### config.mk
export PLATFORM = sky130hd
export DESIGN_NAME = iar_square_recognizer
export DESIGN_NICKNAME = d
export VERILOG_FILES = /design/src/rtl/iar_pkg.sv /design/src/rtl/iar_comm_cell.sv /design/src/rtl/iar_cell.sv /design/src/rtl/iar_square_recognizer.sv
export SDC_FILE = /design/constraint.sdc
export NUM_CORES = 1
export LEC_CHECK = 0
export BUFFER_PORTS_ARGS = -buffer_cell sky130_fd_sc_hd__buf_2
export CAP_MARGIN = 20
export CORE_MARGIN = 2
export CORE_UTILIZATION = 59
export CTS_CLUSTER_DIAMETER = 60
export DETAILED_ROUTE_END_ITERATION = 7
export PLACE_DENSITY = 0.77
export SLEW_MARGIN = 20
export SYNTH_ARGS = -nofsm -noshare
export SYNTH_HDL_FRONTEND = slang
export SYNTH_HIERARCHICAL = 1
export SYNTH_SLANG_ARGS = --single-unit
### constraint.sdc
create_clock -name clk -period 1.6 [get_ports clk]
set_clock_uncertainty 0.05 [all_clocks]
set_input_delay 0.08 -clock clk [delete_from_list [all_inputs] [get_ports clk]]
set_output_delay 0.08 -clock clk [all_outputs]
set_load 0.02 [all_outputs]
### src/rtl/iar_pkg.sv
package iar_pkg;

   typedef enum logic [1:0] {
      SYM_END = 2'b00,
      SYM_A   = 2'b01,
      SYM_B   = 2'b10,
      SYM_RSV = 2'b11
   } sym_e;

   typedef enum logic [2:0] {
      CS_IDLE = 3'd0,
      CS_APH  = 3'd1,
      CS_BPH  = 3'd2,
      CS_ACC  = 3'd3,
      CS_REJ  = 3'd4
   } comm_st_e;

   typedef struct packed {
      logic claimed;
      logic go_r;
      logic ret_l;
      logic frz;
   } cell_st_t;

endpackage

### src/rtl/iar_comm_cell.sv
module iar_comm_cell
   import iar_pkg::*;
(
   input  logic       clk,
   input  logic       rst_n,
   input  logic [1:0] sym_i,
   input  logic       ret_i,
   output logic       fwd_o,
   output logic       frz_o,
   output logic       accept_o,
   output logic       reject_o
);

   comm_st_e st_q, st_d;
   logic     pend_q, pend_d;
   logic     lastsq_q, lastsq_d;
   logic     launch_q, launch_d;
   logic     is_a, is_b, is_end;

   assign is_a   = (sym_i == SYM_A);
   assign is_b   = (sym_i == SYM_B);
   assign is_end = !is_a && !is_b;

   always_comb begin
      st_d     = st_q;
      pend_d   = pend_q | ret_i;
      lastsq_d = lastsq_q;
      launch_d = 1'b0;
      unique case (st_q)
         CS_IDLE: begin
            if (is_a) begin
               st_d     = CS_APH;
               launch_d = 1'b1;
               lastsq_d = 1'b1;
               pend_d   = 1'b0;
            end else begin
               st_d = CS_REJ;
            end
         end
         CS_APH: begin
            if (is_a) begin
               if (pend_q) begin
                  launch_d = 1'b1;
                  lastsq_d = 1'b1;
                  pend_d   = 1'b0;
               end else begin
                  lastsq_d = 1'b0;
               end
            end else if (is_b) begin
               st_d = lastsq_q ? CS_BPH : CS_REJ;
            end else begin
               st_d = CS_REJ;
            end
         end
         CS_BPH: begin
            if (is_a) begin
               st_d = CS_REJ;
            end else if (is_b) begin
               if (ret_i) st_d = CS_REJ;
            end else begin
               st_d = ret_i ? CS_ACC : CS_REJ;
            end
         end
         CS_ACC:  st_d = CS_ACC;
         CS_REJ:  st_d = CS_REJ;
         default: st_d = CS_REJ;
      endcase
   end

   always_ff @(posedge clk or negedge rst_n) begin
      if (!rst_n) begin
         st_q     <= CS_IDLE;
         pend_q   <= 1'b0;
         lastsq_q <= 1'b0;
         launch_q <= 1'b0;
      end else begin
         st_q     <= st_d;
         pend_q   <= pend_d;
         lastsq_q <= lastsq_d;
         launch_q <= launch_d;
      end
   end

   assign fwd_o    = launch_q;
   assign frz_o    = (st_q == CS_ACC) || (st_q == CS_REJ);
   assign accept_o = (st_q == CS_ACC);
   assign reject_o = (st_q == CS_REJ);

   p_hold_r9: assert property (@(posedge clk) disable iff (!rst_n)
      (accept_o || reject_o) |=> ($stable(accept_o) && $stable(reject_o)));

   p_first_b_r4: assert property (@(posedge clk) disable iff (!rst_n)
      (st_q == CS_IDLE && sym_i == SYM_B) |=> reject_o);

   p_a_after_b_r5: assert property (@(posedge clk) disable iff (!rst_n)
      (st_q == CS_BPH && sym_i == SYM_A) |=> reject_o);

   p_too_many_r8: assert property (@(posedge clk) disable iff (!rst_n)
      (st_q == CS_BPH && sym_i == SYM_B && ret_i) |=> reject_o);

   p_accept_end_r3: assert property (@(posedge clk) disable iff (!rst_n)
      $rose(accept_o) |-> ($past(sym_i) != SYM_A && $past(sym_i) != SYM_B && $past(ret_i)));

endmodule

### src/rtl/iar_cell.sv
module iar_cell
   import iar_pkg::*;
#(
   parameter bit FREEZE_EN = 1'b1
) (
   input  logic clk,
   input  logic rst_n,
   input  logic left_fwd_i,
   input  logic left_frz_i,
   input  logic right_bk_i,
   output logic fwd_o,
   output logic bk_o,
   output logic frz_o
);

   cell_st_t q, step_d, d;
   logic     hold;

   generate
      if (FREEZE_EN) begin : g_frz
         assign hold = q.frz;
      end else begin : g_nofrz
         assign hold = 1'b0;
      end
   endgenerate

   always_comb begin
      step_d.claimed = q.claimed | left_fwd_i;
      step_d.go_r    = left_fwd_i & q.claimed;
      step_d.ret_l   = (left_fwd_i & ~q.claimed) | right_bk_i;
      step_d.frz     = q.frz | left_frz_i;
      if (hold) begin
         d = q;
      end else begin
         d = step_d;
      end
   end

   always_ff @(posedge clk or negedge rst_n) begin
      if (!rst_n) begin
         q <= '0;
      end else begin
         q <= d;
      end
   end

   assign fwd_o = q.go_r;
   assign bk_o  = q.ret_l;
   assign frz_o = q.frz;

   p_sig_in_region_r3: assert property (@(posedge clk) disable iff (!rst_n)
      (q.go_r || q.ret_l) |-> q.claimed);

   p_claim_kept_r3: assert property (@(posedge clk) disable iff (!rst_n)
      q.claimed |=> q.claimed);

   p_frozen_r9: assert property (@(posedge clk) disable iff (!rst_n)
      (FREEZE_EN && q.frz) |=> ($stable(q.claimed) && $stable(q.ret_l) && $stable(q.go_r)));

endmodule

### src/rtl/iar_square_recognizer.sv
module iar_square_recognizer
   import iar_pkg::*;
#(
   parameter int N_CELLS   = 8,
   parameter bit FREEZE_EN = 1'b1
) (
   input  logic       clk,
   input  logic       rst_n,
   input  logic [1:0] sym_i,
   output logic       accept_o,
   output logic       reject_o
);

   localparam int MAX_A = (N_CELLS + 1) * (N_CELLS + 1) - 1;

   generate
      if (N_CELLS < 1) begin : g_bad_n
         $error("iar_square_recognizer: N_CELLS must be at least 1");
      end
      if (MAX_A < 3) begin : g_bad_reach
         $error("iar_square_recognizer: reach too small");
      end
   endgenerate

   logic [N_CELLS:0]   fwd;
   logic [N_CELLS:0]   frz;
   logic [N_CELLS+1:1] bk;

   iar_comm_cell u_comm (
      .clk      (clk),
      .rst_n    (rst_n),
      .sym_i    (sym_i),
      .ret_i    (bk[1]),
      .fwd_o    (fwd[0]),
      .frz_o    (frz[0]),
      .accept_o (accept_o),
      .reject_o (reject_o)
   );

   assign bk[N_CELLS+1] = 1'b0;

   generate
      for (genvar gi = 1; gi <= N_CELLS; gi++) begin : g_cell
         iar_cell #(.FREEZE_EN(FREEZE_EN)) u_cell (
            .clk        (clk),
            .rst_n      (rst_n),
            .left_fwd_i (fwd[gi-1]),
            .left_frz_i (frz[gi-1]),
            .right_bk_i (bk[gi+1]),
            .fwd_o      (fwd[gi]),
            .bk_o       (bk[gi]),
            .frz_o      (frz[gi])
         );
      end
   endgenerate

   p_flags_excl_r9: assert property (@(posedge clk) disable iff (!rst_n)
      $onehot0({accept_o, reject_o}));

   p_reset_clear_r1: assert property (@(posedge clk)
      !rst_n |-> (!accept_o && !reject_o));

endmodule

==> impl_metrics.yaml <==
setup_path:
  crit_family: "flip-flops"
  worstPathRequired_ns: 1.47
  path_max_fanout: 7
  crit_path_end_kind: "primary output"
  crit_type: "reg2out"
  cp.arrival_ns: 1.31
  slowest_stage: "dfrtp_1"
  cp_cell_sequence: "inv_2, nor3_1, buf_2"
  start_kind: "flip-flop"
  cp_num_buf_inv: 2
  slowest_delay_ns: 0.48
finish:
  final_common_cell: "dfrtp_1"
  final_cells: 183
  regArea_sq_um: 926
  drive_above_1_share: 0.150
  area_growth_pct: 12.2
  multi_input_area_sq_um: 515
  final_cell_mix: "37 x dfrtp_1, 14 x nand2_1, 11 x nand2b_1"
  n_fill_cell: 188
  final_nets: 156
  diodes: 0
routing:
  routedWlPerCell_microns: 13.2
  via_per_inst: 5.36
  drc: 0
  drt-pass1-iter-count: 4
  postRouteAntennaNets: 0
  vias: 981
  drt-total-wl_microns: 2420
  drt_iter0_drc: 17
synth:
  syn-num-nets: 142
  syn_inst: 138
  avgSynthCellArea_sq_um: 10.8
  yosys_warnings: 6
  syn_area_sq_um: 1490
job:
  maxCapViolations: 0
floorplan:
  die_h_microns: 54.2
  row_count: 18
  die_w_microns: 54.2
  die_area_sq_um: 2940
  boundaryPins: 6
  start_util: 0.611
  core_sq_um: 2430
sta:
  slew_violations: 0
  rsz0062_at_grt: "false"
  finalSetupViolCount: 0
  min_period_over_period: 0.900
  setup_tns_ns: 0
  hold_viol_final: 0
  finalCriticalPeriod_ns: 1.44
  timing.fmax_mhz: 695
grt:
  grt_pass1_vias: 972
  grt_overflow: 0
  grt_pass1_wl_microns: 4150
  grt_use_total: 0.209
  grt_max_degree: 24
  antenna_found_initial: 0
power:
  power_density_nw_per_um2: 1090
  leakage_nw: 0.807
  ir_worst_vdd_mv: 0.976
clock_tree:
  cts_max_path_buffers: 2
  clk_pin_slew_ns: 0.12
  cts_made_buffers: 5
  cts_setup_buffers: 0
  cts-resized-gates: 0
  insertion_delay_ns: 0.34
  h-tree-depth: 2
  cts_tree: "yes"
  cts_num_sinks: 37
  root_buffer: "clkbuf_4"
place:
  gp_congestion: 0.780
  dp_cells: 174
  dp_hpwl_microns: 1680
  numPortBuffers: 5
outcome:
  outcome: "complete, no violations"
hold_path:
  hp-class: "in2async"
==> repair_timing <==
action / CTS / global route
hold buffers: 1 / 0
hold endpoints to repair: 37 / 0
endpoints found under the setup margin: 0 / 0
==> layout make-up <==
type	count	area share
clock buffer	6	0.0308
clock inverter	2	0.0225
inverter	12	0.0270
multi-input combinational	89	0.309
sequential	37	0.555
tap	30	0.0225
timing repair buffer	7	0.0330
==> worst register-to-register path, cell delays in order (launching register included) <==
cell and delay [ns]:
dfrtp_1 0.48, inv_2 0.07, and3_1 0.15, or2_1 0.19, or2_1 0.22
==> worst paths after layout <==
path / startpoint / to / slack, ns / cells after the start
worst min-delay path: rst_n / g_cell[5].u_cell/fwd_o$_DFFE_PN0N_ / 0.11 / 2
worst max-delay path: u_comm/st_q[1]$_DFFE_PN0P_ / accept_o / 0.16 / 3
worst min register to register: g_cell[8].u_cell/q[3]$_DFFE_PN0N_ / g_cell[8].u_cell/q[3]$_DFFE_PN0N_ / 0.42 / 1
min in group clk: sym_i[0] / u_comm/st_q[2]$_DFFE_PN0P_ / 0.18 / 5
max in group asynchronous: rst_n / g_cell[3].u_cell/frz_o$_DFF_PN0_ / 0.94 / 3
worst max register to register: u_comm/st_q[1]$_DFFE_PN0P_ / g_cell[1].u_cell/frz_o$_DFF_PN0_ / 0.34 / 4
==> power breakdown <==
group / total (mW) / internal (mW) / switching [mW] / leakage [nW]
registers: 1.03 / 0.983 / 0.0433 / 0.446
clock network: 0.677 / 0.371 / 0.306 / 0.0445
logic: 0.114 / 0.0576 / 0.0567 / 0.316
==> registers in the layout, summed over array words and instances, names as in the netlist <==
register,flops
g_cell.u_cell/frz_o,8
g_cell.u_cell/bk_o,8
g_cell.u_cell/q,8
u_comm/st_q,3
u_comm/pend_q,1
g_cell.u_cell/fwd_o,7
u_comm/lastsq_q,1
u_comm/fwd_o,1
==> per-layer routing <==
metal | track usage | part of all wire
met5 | 0 | 0
met4 | 0.121 | 0.019
met2 | 0.341 | 0.49
met3 | 0.0611 | 0.036
met1 | 0.245 | 0.46
==> stage by stage <==
step	util	total power, mW	area [sq um]	setup WS, ns	hold slack (ns)
global placement	0.645	1.15	1570	0.405	-0.0507
floorplan	-	1.10	1490	0.216	-0.266
finish	0.686	1.82	1670	0.160	0.114
detailed placement	0.645	1.16	1570	0.357	-0.0353
CTS	0.686	1.84	1670	0.167	0.114
global route	0.686	1.90	1670	0.0801	0.154
Note: power is estimated with default switching activity, not from simulation.
